File: config.mk
export PLATFORM = sky130hd
export DESIGN_NAME = dspc_top
export DESIGN_NICKNAME = d
export VERILOG_FILES = /design/src/rtl/dspc_pkg.sv /design/src/rtl/dspc_cond.sv /design/src/rtl/dspc_target.sv /design/src/rtl/dspc_seq.sv /design/src/rtl/dspc_top.sv
export SDC_FILE = /design/constraint.sdc
export NUM_CORES = 1
export LEC_CHECK = 0
export BUFFER_PORTS_ARGS = -buffer_cell sky130_fd_sc_hd__buf_2
export CORE_ASPECT_RATIO = 1.25
export CORE_UTILIZATION = 36
export DETAILED_ROUTE_END_ITERATION = 12
export SYNTH_ARGS = -nofsm -noshare
export SYNTH_HDL_FRONTEND = slang
export SYNTH_SLANG_ARGS = --single-unit
File: constraint.sdc
create_clock -name clk -period 8.14 [get_ports clk]
set_input_delay 2.035 -clock clk [delete_from_list [all_inputs] [get_ports clk]]
set_output_delay 2.035 -clock clk [all_outputs]
set_load 0.03 [all_outputs]
File: src/rtl/dspc_pkg.sv
package dspc_pkg;

   typedef enum logic [3:0] {
      XF_NONE     = 4'd0,
      XF_EQ       = 4'd1,
      XF_NE       = 4'd2,
      XF_LEZ      = 4'd3,
      XF_GTZ      = 4'd4,
      XF_LTZ      = 4'd5,
      XF_GEZ      = 4'd6,
      XF_LTZ_LNK  = 4'd7,
      XF_GEZ_LNK  = 4'd8,
      XF_JABS     = 4'd9,
      XF_JABS_LNK = 4'd10,
      XF_JREG     = 4'd11,
      XF_JREG_LNK = 4'd12
   } xfer_e;

   // Target source selected by the decoder.
   typedef enum logic [1:0] {
      TK_REL = 2'd0,
      TK_ABS = 2'd1,
      TK_REG = 2'd2
   } tgt_kind_e;

   // SQ_DELAY only exists inside a cycle: the registered state is
   // either SQ_NORMAL or SQ_JUMP.
   typedef enum logic [1:0] {
      SQ_NORMAL = 2'd0,
      SQ_DELAY  = 2'd1,
      SQ_JUMP   = 2'd2
   } seq_e;

endpackage

File: src/rtl/dspc_cond.sv
module dspc_cond
   import dspc_pkg::*;
#(
   parameter int XLEN = 32
) (
   input  logic [3:0]      cls,
   input  logic [XLEN-1:0] rs_val,
   input  logic [XLEN-1:0] rt_val,
   output logic            is_xfer,
   output logic            taken,
   output logic            link_fix,
   output logic            link_rd,
   output tgt_kind_e       kind
);

   localparam int SIGN_BIT = XLEN - 1;

   xfer_e code;
   logic  rs_neg;
   logic  rs_zero;
   logic  same;

   assign code    = xfer_e'(cls);
   assign rs_neg  = rs_val[SIGN_BIT];
   assign rs_zero = (rs_val == '0);
   assign same    = (rs_val == rt_val);

   always_comb begin
      is_xfer  = 1'b1;
      taken    = 1'b0;
      link_fix = 1'b0;
      link_rd  = 1'b0;
      kind     = TK_REL;
      case (code)
         XF_EQ:       taken = same;
         XF_NE:       taken = !same;
         XF_LEZ:      taken = rs_neg || rs_zero;
         XF_GTZ:      taken = !rs_neg && !rs_zero;
         XF_LTZ:      taken = rs_neg;
         XF_GEZ:      taken = !rs_neg;
         XF_LTZ_LNK: begin
            taken    = rs_neg;
            link_fix = 1'b1;
         end
         XF_GEZ_LNK: begin
            taken    = !rs_neg;
            link_fix = 1'b1;
         end
         XF_JABS: begin
            taken = 1'b1;
            kind  = TK_ABS;
         end
         XF_JABS_LNK: begin
            taken    = 1'b1;
            kind     = TK_ABS;
            link_fix = 1'b1;
         end
         XF_JREG: begin
            taken = 1'b1;
            kind  = TK_REG;
         end
         XF_JREG_LNK: begin
            taken   = 1'b1;
            kind    = TK_REG;
            link_rd = 1'b1;
         end
         default:     is_xfer = 1'b0;
      endcase
   end

   // the linking zero tests request a fixed-register link in every case
   always_comb begin
      if ((code == XF_LTZ_LNK) || (code == XF_GEZ_LNK)) begin
         p_link_always_r8: assert (link_fix && is_xfer);
      end
   end

   // a negative rs is never greater than zero
   always_comb begin
      if ((code == XF_GTZ) && rs_neg) begin
         p_signed_gtz_r7: assert (!taken);
      end
   end

endmodule

File: src/rtl/dspc_target.sv
module dspc_target
   import dspc_pkg::*;
#(
   parameter int XLEN  = 32,
   parameter int OFF_W = 16,
   parameter int IDX_W = 26
) (
   input  logic [XLEN-1:0]  pc,
   input  logic [OFF_W-1:0] offset,
   input  logic [IDX_W-1:0] index,
   input  logic [XLEN-1:0]  rs_val,
   input  tgt_kind_e        kind,
   output logic [XLEN-1:0]  pc_step,
   output logic [XLEN-1:0]  ret_addr,
   output logic [XLEN-1:0]  target
);

   localparam int WORD_SH = 2;
   localparam int EXT_W   = XLEN - OFF_W - WORD_SH;
   localparam int HIGH_W  = XLEN - IDX_W - WORD_SH;

   logic [XLEN-1:0] rel_disp;
   logic [XLEN-1:0] rel_tgt;
   logic [XLEN-1:0] abs_tgt;

   assign pc_step  = pc + XLEN'(4);
   assign ret_addr = pc + XLEN'(8);

   generate
      if (EXT_W > 0) begin : g_sext
         assign rel_disp = {{EXT_W{offset[OFF_W-1]}}, offset, {WORD_SH{1'b0}}};
      end else begin : g_nosext
         assign rel_disp = {offset[XLEN-WORD_SH-1:0], {WORD_SH{1'b0}}};
      end
   endgenerate

   assign rel_tgt = pc_step + rel_disp;
   assign abs_tgt = {pc_step[XLEN-1 -: HIGH_W], index, {WORD_SH{1'b0}}};

   always_comb begin
      case (kind)
         TK_ABS:  target = abs_tgt;
         TK_REG:  target = rs_val;
         default: target = rel_tgt;
      endcase
   end

   // an absolute target stays inside the region of the slot instruction
   always_comb begin
      if (kind == TK_ABS) begin
         p_abs_region_r5: assert (target[XLEN-1 -: HIGH_W] == pc_step[XLEN-1 -: HIGH_W]);
      end
   end

   // a relative target is always word aligned when the PC is
   always_comb begin
      if ((kind == TK_REL) && (pc[WORD_SH-1:0] == '0)) begin
         p_rel_align_r4: assert (target[WORD_SH-1:0] == '0);
      end
   end

endmodule

File: src/rtl/dspc_seq.sv
module dspc_seq
   import dspc_pkg::*;
#(
   parameter int              XLEN     = 32,
   parameter logic [XLEN-1:0] RESET_PC = 'h1000,
   parameter bit              TRAP_EN  = 1'b1
) (
   input  logic            clk,
   input  logic            rst,
   input  logic            stall,
   input  logic            xfer_req,
   input  logic [XLEN-1:0] target,
   input  logic [XLEN-1:0] pc_step,
   input  logic [XLEN-1:0] base_addr,
   output logic [XLEN-1:0] pc,
   output seq_e            state,
   output logic            trap,
   output logic [XLEN-1:0] trap_addr
);

   logic [XLEN-1:0] pend;
   logic [XLEN-1:0] pend_nx;
   logic [XLEN-1:0] pc_nx;
   seq_e            mid;
   seq_e            st_nx;
   logic            below;

   generate
      if (TRAP_EN) begin : g_trap
         assign below = (pend < base_addr);
      end else begin : g_flat
         logic unused_base;
         assign unused_base = ^base_addr;
         assign below       = 1'b0;
      end
   endgenerate

   // In-cycle state: a taken transfer seen in the normal state moves to
   // the delay state before the step is applied.
   assign mid = ((state == SQ_NORMAL) && xfer_req) ? SQ_DELAY : state;

   always_comb begin
      pc_nx   = pc_step;
      pend_nx = pend;
      st_nx   = state;
      case (mid)
         SQ_DELAY: begin
            pend_nx = target;
            st_nx   = SQ_JUMP;
         end
         SQ_JUMP: begin
            st_nx = SQ_NORMAL;
            if (!below) begin
               pc_nx = pend;
            end
         end
         default: st_nx = SQ_NORMAL;
      endcase
   end

   always_ff @(posedge clk) begin
      if (rst) begin
         pc    <= RESET_PC;
         state <= SQ_NORMAL;
         pend  <= '0;
      end else if (!stall) begin
         pc    <= pc_nx;
         state <= st_nx;
         pend  <= pend_nx;
      end
   end

   assign trap      = (state == SQ_JUMP) && !stall && below;
   assign trap_addr = pend;

   // plain advance
   p_step_r2: assert property (@(posedge clk) disable iff (rst)
      (!stall && (state == SQ_NORMAL) && !xfer_req) |=> (pc == $past(pc_step)));

   // a taken transfer still executes its delay slot
   p_slot_r3: assert property (@(posedge clk) disable iff (rst)
      (!stall && (state == SQ_NORMAL) && xfer_req)
      |=> ((state == SQ_JUMP) && (pc == $past(pc_step))));

   // the step after the slot loads the recorded target
   p_load_r3: assert property (@(posedge clk) disable iff (rst)
      (!stall && (state == SQ_JUMP) && !trap)
      |=> ((pc == $past(pend)) && (state == SQ_NORMAL)));

   // the delay state is never held across an edge
   p_no_mid_r3: assert property (@(posedge clk) disable iff (rst)
      (state != SQ_DELAY));

   // the trap lasts one cycle and lets the PC fall through
   p_trap_once_r9: assert property (@(posedge clk) disable iff (rst)
      trap |=> (!trap && (pc == $past(pc_step))));

   // stall holds the sequencer
   p_hold_r11: assert property (@(posedge clk) disable iff (rst)
      stall |=> ($stable(pc) && $stable(state)));

endmodule

File: src/rtl/dspc_top.sv
module dspc_top
   import dspc_pkg::*;
#(
   parameter int          XLEN     = 32,
   parameter int          OFF_W    = 16,
   parameter int          IDX_W    = 26,
   parameter int          RA_W     = 5,
   parameter int          LINK_REG = 31,
   parameter logic [31:0] RESET_PC = 32'h0000_1000,
   parameter bit          TRAP_EN  = 1'b1
) (
   input  logic             clk,
   input  logic             rst,
   input  logic             stall,
   input  logic [3:0]       xfer_cls,
   input  logic [XLEN-1:0]  rs_val,
   input  logic [XLEN-1:0]  rt_val,
   input  logic [OFF_W-1:0] offset,
   input  logic [IDX_W-1:0] index,
   input  logic [RA_W-1:0]  rd_addr,
   input  logic [XLEN-1:0]  base_addr,
   output logic [XLEN-1:0]  pc,
   output logic             link_we,
   output logic [RA_W-1:0]  link_addr,
   output logic [XLEN-1:0]  link_data,
   output logic             trap,
   output logic [XLEN-1:0]  trap_addr,
   output logic             nest_err
);

   localparam logic [RA_W-1:0] LINK_IDX = RA_W'(LINK_REG);
   localparam logic [XLEN-1:0] RST_VEC  = XLEN'(RESET_PC);

   generate
      if (XLEN < OFF_W + 2) begin : g_bad_off
         $error("dspc_top: XLEN too small for OFF_W");
      end
      if (XLEN <= IDX_W + 2) begin : g_bad_idx
         $error("dspc_top: XLEN must exceed IDX_W + 2");
      end
      if ((LINK_REG < 0) || (LINK_REG >= (1 << RA_W))) begin : g_bad_link
         $error("dspc_top: LINK_REG outside register range");
      end
   endgenerate

   logic            is_xfer;
   logic            taken;
   logic            link_fix;
   logic            link_rd;
   tgt_kind_e       kind;
   logic [XLEN-1:0] pc_step;
   logic [XLEN-1:0] ret_addr;
   logic [XLEN-1:0] target;
   seq_e            state;
   logic            in_normal;

   dspc_cond #(.XLEN(XLEN)) u_cond (
      .cls      (xfer_cls),
      .rs_val   (rs_val),
      .rt_val   (rt_val),
      .is_xfer  (is_xfer),
      .taken    (taken),
      .link_fix (link_fix),
      .link_rd  (link_rd),
      .kind     (kind)
   );

   dspc_target #(.XLEN(XLEN), .OFF_W(OFF_W), .IDX_W(IDX_W)) u_tgt (
      .pc       (pc),
      .offset   (offset),
      .index    (index),
      .rs_val   (rs_val),
      .kind     (kind),
      .pc_step  (pc_step),
      .ret_addr (ret_addr),
      .target   (target)
   );

   dspc_seq #(.XLEN(XLEN), .RESET_PC(RST_VEC), .TRAP_EN(TRAP_EN)) u_seq (
      .clk       (clk),
      .rst       (rst),
      .stall     (stall),
      .xfer_req  (taken && is_xfer),
      .target    (target),
      .pc_step   (pc_step),
      .base_addr (base_addr),
      .pc        (pc),
      .state     (state),
      .trap      (trap),
      .trap_addr (trap_addr)
   );

   assign in_normal = (state == SQ_NORMAL);
   assign link_we   = !stall && in_normal && (link_fix || link_rd);
   assign link_addr = link_fix ? LINK_IDX : rd_addr;
   assign link_data = ret_addr;
   assign nest_err  = !stall && (state == SQ_JUMP) && is_xfer;

   // a dropped transfer never writes a link
   p_nest_quiet_r10: assert property (@(posedge clk) disable iff (rst)
      nest_err |-> !link_we);

   // a dropped transfer leaves the next PC on the recorded path
   p_nest_keep_r10: assert property (@(posedge clk) disable iff (rst)
      (nest_err && !trap) |=> (state == SQ_NORMAL));

   // no side effects while stalled
   p_stall_quiet_r11: assert property (@(posedge clk) disable iff (rst)
      stall |-> (!link_we && !trap && !nest_err));

   // the return address is two words past the linking instruction
   p_link_pc8_r6: assert property (@(posedge clk) disable iff (rst)
      link_we |=> ($past(link_data) == $past(pc) + XLEN'(8)));

endmodule

# ---- Word-level counts from Yosys, hierarchy flattened
# Index checks and enable logic that the tools add are counted.
dict set report classes {
  addsub 3
  n_lt_le_gt_ge 1
  eq_ne 18
  muxes 11
  bitwise_logic 1
  n_reduce_logical 24
}
# op count
set op_table {}
lappend op_table {{$mux 32} 2}
lappend op_table {{$pmux 32 s2} 1}
lappend op_table {{$add 32x3->32 const B} 1}
lappend op_table {{$add 32x32->32} 1}
lappend op_table {{$add 32x4->32 const B} 1}
lappend op_table {{$eq 32x32->1} 1}
lappend op_table {{$logic_not 32->1} 1}
lappend op_table {{$lt 32x32->1} 1}
lappend op_table {{$eq 4x4->1 const B} 5}
lappend op_table {{$eq 4x3->1 const B} 4}
lappend op_table {{$reduce_or 12->1} 1}
lappend op_table {{$eq 4x2->1 const B} 2}
lappend op_table {{$logic_and 1x1->1} 8}
lappend op_table {{$reduce_or 2->1} 4}
lappend op_table {{$pmux 1 s7} 1}
lappend op_table {{$eq 2x2->1 const B} 3}
lappend op_table {{$mux 5} 1}
lappend op_table {{$eq 2x1->1 const B} 2}
lappend op_table {{$eq 4x1->1 const B} 1}
lappend op_table {{$logic_not 1->1} 4}
lappend op_table {{$mux 2} 2}
lappend op_table {{$pmux 2 s2} 1}
lappend op_table {{$reduce_or 4->1} 1}
lappend op_table {{$mux 1} 3}
lappend op_table {{other kinds (5)} 6}
dict set report totals {
  ff_bits 66
  in_bits 150
  out_inout_bits 104
}

# ---- Depth between registers and ports, before layout
# Gate-level depths: netlist of run 1.
dict set report logic_depth {
  depth_word 9
  ltp_mapped 17
}

# ---- Cells and area by module
# From an unflattened synthesis of run 1, not the netlist that was laid out.
dict set report unflattened {
  hier_cells 973
  hier_area_um2 7339.5
}
# module n_inst cells_each area_per_inst_um2 seq_area_each_um2
set modules_own_cells {}
lappend modules_own_cells {dspc_seq 1 396 3373.2 1301.2}
lappend modules_own_cells {dspc_target 1 481 3270.6 0.0}
lappend modules_own_cells {dspc_cond 1 86 633.1 0.0}
lappend modules_own_cells {dspc_top 1 10 62.6 0.0}

# ---- Worst setup path after synthesis of run 1
# OpenSTA, ideal clock, no wires.
dict set report synth_path {
  path_type {input -> output}
  start {input base_addr[9]}
  end {output trap}
  t_arrival_ns 3.839
  required_ns 6.105
  slack_ns 2.266
  cell_stages 9
  path_buffers 0
  path_cell_list {inv_1 -> ha_1 -> a21o_1 -> a21o_1 -> a221oi_1 -> o21ai_0 -> a21o_1 -> a31oi_1 -> nor2b_1}
}
dict set report synth_between {
  elab_chain_cells 2
}
# element line_no
set synth_rtl {}
lappend synth_rtl {{start, declared} dspc_top.sv:21} ;# input logic [XLEN-1:0] base_addr,
lappend synth_rtl {{$lt 32x32->1} dspc_seq.sv:30} ;# assign below = (pend < base_addr);
lappend synth_rtl {{$logic_and 1x1->1} dspc_seq.sv:73} ;# assign trap = (state == SQ_JUMP) && !stall && below;
lappend synth_rtl {{end, declared} dspc_top.sv:26} ;# output logic trap,
# Every way passes these cells.

# ---- Worst setup path in the final report of run 1
# Same ends and word-level chain as after synthesis.

==> results of run 1 <==
worst max-delay path, cell delays in order:
cell      delay, ps
buf_2            70
inv_1            30
ha_1            290
a21o_1          160
a21o_1          160
a221oi_1        320
o21ai_0         160
a21o_1          240
a31oi_1         270
nor2b_1         160
buf_2           210
Yosys cell counts (all sizes together) (16+ instances only):
cell / count / area (um^2)
nor4: 37 / 237.7
xor2: 58 / 508.0
nor2: 73 / 274.0
nand4: 31 / 200.2
clkbuf: 58 / 219.0
a21o: 28 / 210.2
inv: 52 / 195.2
mux2i: 22 / 220.2
dfxtp: 65 / 1301
a221oi: 18 / 170.2
and3: 35 / 219.0
o21ai: 56 / 280.3
nand2: 81 / 306.6
o221ai: 16 / 140.1
nand3: 44 / 235.2
ha: 69 / 863.3
buf: 29 / 153.9
xnor2: 52 / 463.0
a21oi: 50 / 250.2
sequential cells by signal, summed over array words and instances, names as in the netlist:
register         flops
u_seq.state          1
u_seq.pc            32
u_seq.trap_addr     32
layout by cell type, fill, tap and decap left out, types with 3 or more instances in the layout:
cell type | netlist | routed
nand2b_1 | 11 | 11
buf_4 | 4 | 10
a311oi_1 | 3 | 3
o31ai_1 | 6 | 6
o21ai_0 | 56 | 56
a221o_1 | 10 | 10
and2_1 | 6 | 6
and3_1 | 35 | 35
o211ai_1 | 10 | 10
dfxtp_1 | 65 | 65
ha_1 | 69 | 68
nand3_1 | 41 | 41
or2_2 | 5 | 5
mux2i_1 | 22 | 22
a22oi_1 | 7 | 7
nor3b_1 | 8 | 8
or4b_2 | 8 | 8
o221ai_1 | 16 | 16
o21bai_1 | 4 | 4
and4_1 | 11 | 11
xor2_1 | 58 | 58
a31oi_1 | 9 | 9
clkbuf_16 | 0 | 9
buf_2 | 24 | 253
a21o_1 | 28 | 28
a221oi_1 | 16 | 16
nor4b_1 | 9 | 9
nand2_1 | 80 | 80
xnor2_1 | 51 | 51
nor4_1 | 36 | 36
nand4_1 | 30 | 30
a211oi_1 | 15 | 15
inv_1 | 52 | 52
a21oi_1 | 50 | 50
nor3_1 | 14 | 14
nor2_1 | 73 | 73
a311o_1 | 5 | 5
nand3_2 | 3 | 3
metal layers:
metal / track usage / share of wire / vias up
met4: 0.09437 / 0.030 / 2
met1: 0.3502 / 0.44 / 4038
met3: 0.03196 / 0.061 / 53
li1: - / - / 4260
met2: 0.4321 / 0.47 / 360
met5: 0 / 0.00044 / -
path summary, 6_finish.rpt:
check,start,endpoint,slack [ps]
hold / removal,u_seq.pc[0]$_SDFFE_PP0P_,u_seq.pc[0]$_SDFFE_PP0P_,500
setup reg to reg,u_seq.pc[4]$_SDFFE_PP0N_,u_seq.trap_addr[27]$_SDFFE_PP0P_,3500
hold reg to reg,u_seq.pc[0]$_SDFFE_PP0P_,u_seq.pc[0]$_SDFFE_PP0P_,500
setup / recovery,base_addr[9],trap,1980
cells by family (layout without fill, tap and decap cells):
group	after synthesis	count (layout)	share of synthesized area
compound gates	258	258	0.2286
xor+xnor	110	110	0.1239
fa+ha+maj	70	70	0.1127
buf+inv	139	329	0.07249
flops	65	65	0.1661
mux	23	23	0.02954
other cells	0	1	0
simple gates	384	384	0.2666
metrics by stage:
step / hold WS, ps / instance area (um^2) / std cells / power [mW]
after floorplan: 565.2 / 7836 / 1049 / 0.5695
after global placement: 486.7 / 9169 / 1504 / 0.6980
after detailed placement: 494.5 / 9169 / 1504 / 0.7008
after CTS: 506.7 / 9439 / 1518 / 1.068
after global routing: 524.7 / 9442 / 1519 / 1.113
final: 495.8 / 9442 / 1519 / 1.061
area by class of cell:
| type | instances | area, um^2 |
|---|---|---|
| fillers | 2259 | 12030 |
| multi-input cells | 845 | 5982 |
| repair buffers | 263 | 1341 |
| flip-flops and latches | 65 | 1301 |
| well taps | 279 | 349.1 |
| clock buffers | 11 | 252.7 |
| inverters | 52 | 195.2 |
| clock inverters | 3 | 17.52 |
| diodes | 1 | 2.502 |
power by group:
part	internal (mW)	total (mW)	switching [mW]
registers	0.334	0.361	0.0275
clock network	0.218	0.365	0.147
logic	0.125	0.335	0.210
==> results_dict.tcl, run 1 <==
set metrics [dict create \
    cts_resized 0 \
    clkTransAtPathRegs_ps 60 \
    die-area_um2 22360 \
    hpwl_um 23110 \
    syn_area_um2 7836 \
    start_util 0.3650 \
    ir_drop_uv 94.52 \
    fp.dieH_um 167.0 \
    finalCritPeriodShare 0.7573 \
    fp-row-count 60 \
    worst_ep_required_time_ps 6110 \
    maxSlewViolCount 0 \
    synth_edf_count 0 \
    core_area_um2 21470 \
    final_antenna_net_count 0 \
    hold_viol_final 0 \
    tightestPinTransition_ps 708.8 \
    grt_pass1_wl_um 45350 \
    start_kind "input port" \
    wirelength_um 29690 \
    io_pins 254 \
    fin_skew_ps 9.256 \
    ys.flop_type "dfxtp_1" \
    fin_util 0.4397 \
    power_density_nw_per_um2 112.4 \
    portBuffers 253 \
    gp_congestion 0.8989 \
    worstSetupPathType "input port to output port" \
    reg2reg_depth 14 \
    yosysWarningCount 0 \
    syn_inst 1049 \
    drive_gt1_frac 0.2478 \
    cts_tree "done" \
    routedWlPerCell_um 19.54 \
    cts_buffers 9 \
    synth_nets 1269 \
    yosys_register_bits 65 \
    track_usage 0.2631 \
    rsz0062_at_grt "no" \
    grt_overflow 0 \
    dr.pass1.iters 5 \
    fmax_mhz 162.2 \
    post_cts_buffers 0 \
    worstPathMaxFanout 2 \
    syn_avg_cell_area_um2 7.470 \
    final.setup.tns_ps 0 \
    clock_latency_ps 340 \
    ys_seq_area_frac 0.1661 \
    vias 8713 \
    p_leak_nw 4.558 \
    cp-end-kind "output port" \
    min_period_ps 6164 \
    nets 1456 \
    viasPerCell 5.736 \
    cts-root-buf "clkbuf_16" \
    relSlewSlack 0.5257 \
    die_x_um 134.0 \
    drc 0 \
    postSynth.asyncResetShare 0 \
    drv_cap 0 \
    holdPathStages 2 \
    yosysUniqueCellTypes 72 \
    crit_arrival_ps 4130 \
    htree_levels 3 \
    hold_class "flip-flop to flip-flop" \
    drtIter0Drc 758 \
    final-setup-viol-count 0 \
    cts_sinks 65 \
    syn2layout_area_growth_pct 20.49 \
    layout_setup_ws_ps 1976 \
    grt_max_degree 64 \
    hold_buffers 0 \
    cts_buffer_depth 2 \
    antenna_found_initial 2 \
    grt_pass1_vias 7944 \
    status "complete, no violations" \
    post-place-ws_ps 1979 \
]
(Power assumes the default switching activity.)
==> inputs of run 2 (changes only) <==
- ABC_AREA: unset -> 1
- clock period: 8.14 -> 5.44 ns (I/O delays scaled with it)
==> run 2 against run 1 <==
Clock power grew 74%. Design area grew 16%. Clock skew is essentially flat. Via count grew 27%. First-iteration DRC count grew 10%. Cell count grew 47%. Critical path depth is the same. Non-clock buffer count shrank 1. Synthesized area grew 16%. Combinational power grew to 2.9 times the previous value. Critical path type unchanged. Largest cell class unchanged. Largest power group is now combinational cells. Highest routed layer is now met4.
==> results_dict.tcl, run 2 <==
set metrics [dict create \
    tightestPinTransition_ps 1053 \
    yosys_register_bits 65 \
    reg2reg_slack_ps 1630 \
    clkTransAtPathRegs_ps 60 \
    grt_overflow 0 \
    hold_class "flip-flop to flip-flop" \
    grt_max_degree 38 \
    wirelength_um 37850 \
    crit_path_end "trap" \
    synthTopCellsByArea "nand2_1 (23%), dfxtp_1 (14%), inv_1 (12%)" \
    grt-busiest-layer "met2" \
    io_pins 254 \
    yosysMostFrequentCell "nand2_1" \
    finalCritPeriodShare 0.7884 \
    p_leak_nw 6.381 \
    grt_pass1_wl_um 58510 \
    start_util 0.3687 \
    yosysUniqueCellTypes 41 \
    fillCellCount 2868 \
    syn2layout_area_growth_pct 19.98 \
    postSynth.asyncResetShare 0 \
    die-area_um2 25900 \
    final.setup.tns_ps 0 \
    fp.dieH_um 179.7 \
    netlist.area_leader.share 0.2287 \
    layout_setup_ws_ps 1151 \
    cp-end-kind "output port" \
    cts_sinks 65 \
    crit_arrival_ps 2930 \
    worstSetupPathType "input port to output port" \
    multi_input_area_um2 6384 \
    cts_resized 0 \
    ff_latch_area_um2 1301 \
    post_cts_buffers 0 \
    yosys-top-cells-count "nand2_1 (554), inv_1 (295), nor2_1 (170), nand3_1 (132), a21oi_1 (108)" \
    min_period_ps 4289 \
    ys.flop_type "dfxtp_1" \
    syn_area_um2 9092 \
    nets 2125 \
    worstPathMaxFanout 3 \
    vias 11090 \
    drv_cap 0 \
    final_common_cell "nand2_1" \
    dr.pass1.iters 8 \
    synth_edf_count 0 \
    grtUsageMet3 0.03383 \
    drtIter0Drc 836 \
    synth_nets 1900 \
    antenna_found_initial 0 \
    cts_buffer_depth 2 \
    hold_buffers 0 \
    yosysWarningCount 0 \
    hold_viol_final 0 \
    final-setup-viol-count 0 \
    gp_congestion 0.9767 \
    htree_levels 3 \
    reg2reg_depth 19 \
    viasPerCell 4.949 \
    fin_skew_ps 9.650 \
    track_usage 0.2975 \
    cts-root-buf "clkbuf_16" \
    met2_usage 0.5219 \
    layout_common_cells "nand2_1 (554), inv_1 (295), buf_2 (253)" \
    core_area_um2 24660 \
    antenna_cells 0 \
    yosysTopAreaCell "nand2_1" \
    worst_r2r_startpoint "u_seq.pc[4]$_SDFFE_PP0N_" \
    hpwl_um 31680 \
    power_density_nw_per_um2 199.9 \
    final_antenna_net_count 0 \
    min_from "u_seq.pc[1]$_SDFFE_PP0P_" \
    relSlewSlack 0.2937 \
    worst_hold_slack_ps 518.6 \
    ir_drop_uv 116.1 \
    drc 0 \
    clock_latency_ps 340 \
    status "complete, no violations" \
    drive_gt1_frac 0.1681 \
    routedWlPerCell_um 16.90 \
    ys_seq_area_frac 0.1431 \
    worst_r2r_endpoint "u_seq.trap_addr[30]$_SDFFE_PP0P_" \
    syn_inst 1680 \
    worst_ep_required_time_ps 4080 \
    grtUsageMet1 0.3487 \
    maxSlewViolCount 0 \
    portBuffers 253 \
    post-place-ws_ps 1164 \
    syn_avg_cell_area_um2 5.412 \
    cts_buffers 9 \
    cts_tree "done" \
    rsz0062_at_grt "no" \
    fp-row-count 64 \
    die_x_um 144.1 \
    start_kind "input port" \
    grt_pass1_vias 10750 \
    crit_start "base_addr[15]" \
    fmax_mhz 233.2 \
]
[run 2: metrics by stage]
step	utilization	power, mW	cells	instance area [um^2]
3_5_place_dp	0.4293	1.547	2224	10590
2_1_floorplan	-	1.198	1680	9092
6_report	0.4423	2.181	2240	10910
5_1_grt	0.4423	2.313	2240	10910
3_3_place_gp	0.4293	1.542	2224	10590
4_1_cts	0.4423	2.182	2240	10910
[run 2: power by group]
part	leakage, nW	internal [mW]	switching [mW]
Clock	0.157	0.404	0.231
Combinational	5.69	0.304	0.672
Sequential	0.534	0.512	0.0581
[run 2: area by class of cell]
class / count / area share
Clock buffer: 10 / 0.02099
Multi-Input combinational cell: 1262 / 0.5852
Clock inverter: 6 / 0.008373
Sequential cell: 65 / 0.1193
Inverter: 305 / 0.1049
Tap cell: 330 / 0.03785
Timing Repair Buffer: 262 / 0.1234
[run 2: how the worst min path moves through the flow]
stage	end	depth (start not counted)
2_1_floorplan	u_seq.pc[0]$_SDFFE_PP0P_	2
5_1_grt	u_seq.pc[1]$_SDFFE_PP0P_	2
3_3_place_gp	u_seq.pc[0]$_SDFFE_PP0P_	2
3_5_place_dp	u_seq.pc[0]$_SDFFE_PP0P_	2
6_report	u_seq.pc[1]$_SDFFE_PP0P_	2
4_1_cts	u_seq.pc[0]$_SDFFE_PP0P_	2
[run 2: kinds of logic (layout without fill, tap and decap cells)]
group,Yosys count,after routing,share of synthesized area
fa+ha+maj,70,70,0.09715
buf+inv,353,583,0.1548
simple gates,943,943,0.4369
flops,65,65,0.1431
xor+xnor,58,58,0.05587
compound gates,189,189,0.1099
mux,2,2,0.002202
[run 2: worst max-delay path, stage by stage]
cell and delay (ps):
buf_2 100, inv_1 160, ha_1 290, a21oi_1 120, o21ai_0 150, nor2_1 140
nand2_1 70, nand2_1 50, nand2_1 60, nor3_1 180, buf_2 250
[run 2: routing by layer]
layer,vias to the layer above,wire (um)
met2,418,18170
met3,77,2139
li1,5664,-
met4,0,2191
met1,4926,15350
met5,-,0
==> inputs of run 3 (changes only) <==
- ABC_AREA: 1 -> 0
- clock period: 5.44 -> 3.75 ns (I/O delays scaled with it)
==> run 3 against run 2 <==
Via count is 17% lower. Total power is 16% higher. Die area is 14% lower. Critical path depth stayed put. Routed wire length is 17% lower. Clock power is 47% higher. Sequential power is 34% higher. Hold slack worse by 14 ps. Worst setup slack worse by 1100 ps. Non-clock buffer count is 92 higher. Critical path type unchanged. Critical endpoint unchanged.
==> results_dict.tcl, run 3 (same netlist as run 1, synthesis figures left out) <==
set metrics [dict create \
    maxSlewViolCount 0 \
    finalCritPeriodShare 0.9744 \
    drive_gt1_frac 0.3206 \
    fin_util 0.4828 \
    max_stage_delay_ps 230 \
    core_area_um2 21470 \
    final_antenna_net_count 0 \
    clkTransAtPathRegs_ps 60 \
    hold_end "u_seq.pc[0]$_SDFFE_PP0P_" \
    p_comb_frac 0.326 \
    tightestPinTransition_ps 1130 \
    grt_max_degree 61 \
    worst_hold_slack_ps 504.4 \
    finalInstanceArea_um2 10370 \
    relSlewSlack 0.2457 \
    final-setup-viol-count 0 \
    syn2layout_area_growth_pct 32.28 \
    fp.dieH_um 167.0 \
    hpwl_um 24780 \
    grt_overflow 0 \
    rsz0062_at_grt "yes" \
    cts-root-buf "clkbuf_16" \
    crit_arrival_ps 2720 \
    crit_top_cell "a21o_1" \
    min_from "u_seq.trap_addr[0]$_SDFFE_PP0P_" \
    holdPathStages 2 \
    post-place-ws_ps -106.1 \
    p_leak_nw 5.093 \
    htree_levels 3 \
    ir_drop_uv 177.8 \
    antenna_found_initial 3 \
    switchingPower_mw 0.8934 \
    status "complete, no violations" \
    drc 0 \
    grt_pass1_wl_um 47520 \
    fp-row-count 60 \
    fin_skew_ps 10.32 \
    drv_cap 0 \
    p_clk_frac 0.370 \
    die-area_um2 22360 \
    io_pins 254 \
    cts_buffers 9 \
    cts_sinks 65 \
    clock_latency_ps 340 \
    power_density_nw_per_um2 243.3 \
    wirelength_um 31250 \
    die_x_um 134.0 \
    nets 1547 \
    place_inst 1594 \
    final.setup.tns_ps 0 \
    cts_buffer_depth 2 \
    path_cells "buf_2 -> inv_1 -> ha_4 -> a21o_1 -> a21o_1 -> a221oi_2 -> o21ai_1 -> a21o_1 -> a31oi_2 -> nor2b_4 -> buf_6" \
    crit_start "base_addr[9]" \
    drtIter0Drc 847 \
    final_common_cell "buf_2" \
    track_usage 0.2731 \
    reg2reg_slack_ps 190 \
    total_power_mw 2.522 \
    p_sw_frac 0.3542 \
    wl_met2_um 14610 \
    power.internal_mw 1.629 \
    layout_common_cells "buf_2 (252), buf_4 (99), nand2_1 (79)" \
    routedWlPerCell_um 19.39 \
    cp_num_buf_inv 3 \
    wl_met1_um 13440 \
    worstPathMaxFanout 2 \
    dr.pass1.iters 5 \
    portBuffers 253 \
    viasPerCell 5.718 \
    start_util 0.3650 \
    vias 9217 \
    fmax_mhz 273.7 \
    gp_congestion 0.9388 \
    hold_viol_final 0 \
    pwr-share-seq 0.304 \
    place_area_um2 9869 \
    critical-path-slowest-cell "a221oi_2" \
    grt_pass1_vias 8453 \
    start_kind "input port" \
    dr_wl_met3_um 2213 \
    worstSetupPathType "input port to output port" \
    cp-end-kind "output port" \
    critical_path.top_delay_family "compound AO/OA/AOI/OAI gates" \
    worst_ep_required_time_ps 2810 \
    fin_cells 1612 \
    layout_setup_ws_ps 96.15 \
    worst_r2r_endpoint "u_seq.trap_addr[30]$_SDFFE_PP0P_" \
    reg2reg_depth 15 \
    fillCellCount 2211 \
    worst_r2r_startpoint "u_seq.pc[3]$_SDFFE_PP0N_" \
    hold_class "flip-flop to flip-flop" \
    routed.top_layer "met4" \
    cts_tree "done" \
    min_period_ps 3654 \
]
[run 3: cell count changes in the layout (fill, tap and decap cells not counted), sizes merged, moves of 16 or more]
cell	change
nand2	-479
inv	-250
nor2	-103
nand3	-96
buf	+92
a21oi	-58
xnor2	+39
and3	+35
nor4	+35
a21o	+26
mux2i	+20
nor3	-16
o221ai	+16
[run 3: worst max path at each step]
stage	depth (start not counted)	end
after floorplan	9	trap
after global placement	11	trap
after detailed placement	11	trap
after CTS	11	trap
after global routing	11	trap
final	11	trap
[run 3: power groups by stage]
stage	clock (mW)	sequential [mW]	combinational, mW
floorplan	0	0.829	0.407
global placement	0	0.780	0.795
detailed placement	0	0.780	0.799
CTS	0.941	0.764	0.805
global route	0.973	0.769	0.893
finish	0.933	0.766	0.823
[run 3: timing repair]
action | in CTS | in global routing
cloned | 0 | 0
hold buffers | 0 | 0
setup buffers | 0 | 1
pin swaps | 0 | 11
resized for setup | 5 | 30
setup endpoints to repair | 1 | 13
[run 3: layer usage]
metal,global-route usage,up-vias
met5,0,-
met4,0.1038,0
met3,0.02435,52
li1,-,4437
met2,0.4485,445
met1,0.3669,4283
[run 3: worst min-delay path: cells and delay by family (launching register included)]
family           cells  cell delay (ps)
AND/OR/NAND/NOR      1               60
multiplexers         1               60
flip-flops           1              330
[run 3: cell type report]
class / instances / area, um^2 / share of cell area
sequential: 65 / 1304 / 0.1258
multi-input combinational: 845 / 6141 / 0.5924
timing repair buffer: 354 / 2056 / 0.1983
clock inverter: 7 / 93.84 / 0.009052
inverter: 52 / 195.2 / 0.01883
clock buffer: 9 / 225.2 / 0.02173
tap: 279 / 349.1 / 0.03368
antenna: 1 / 2.502 / 0.0002414
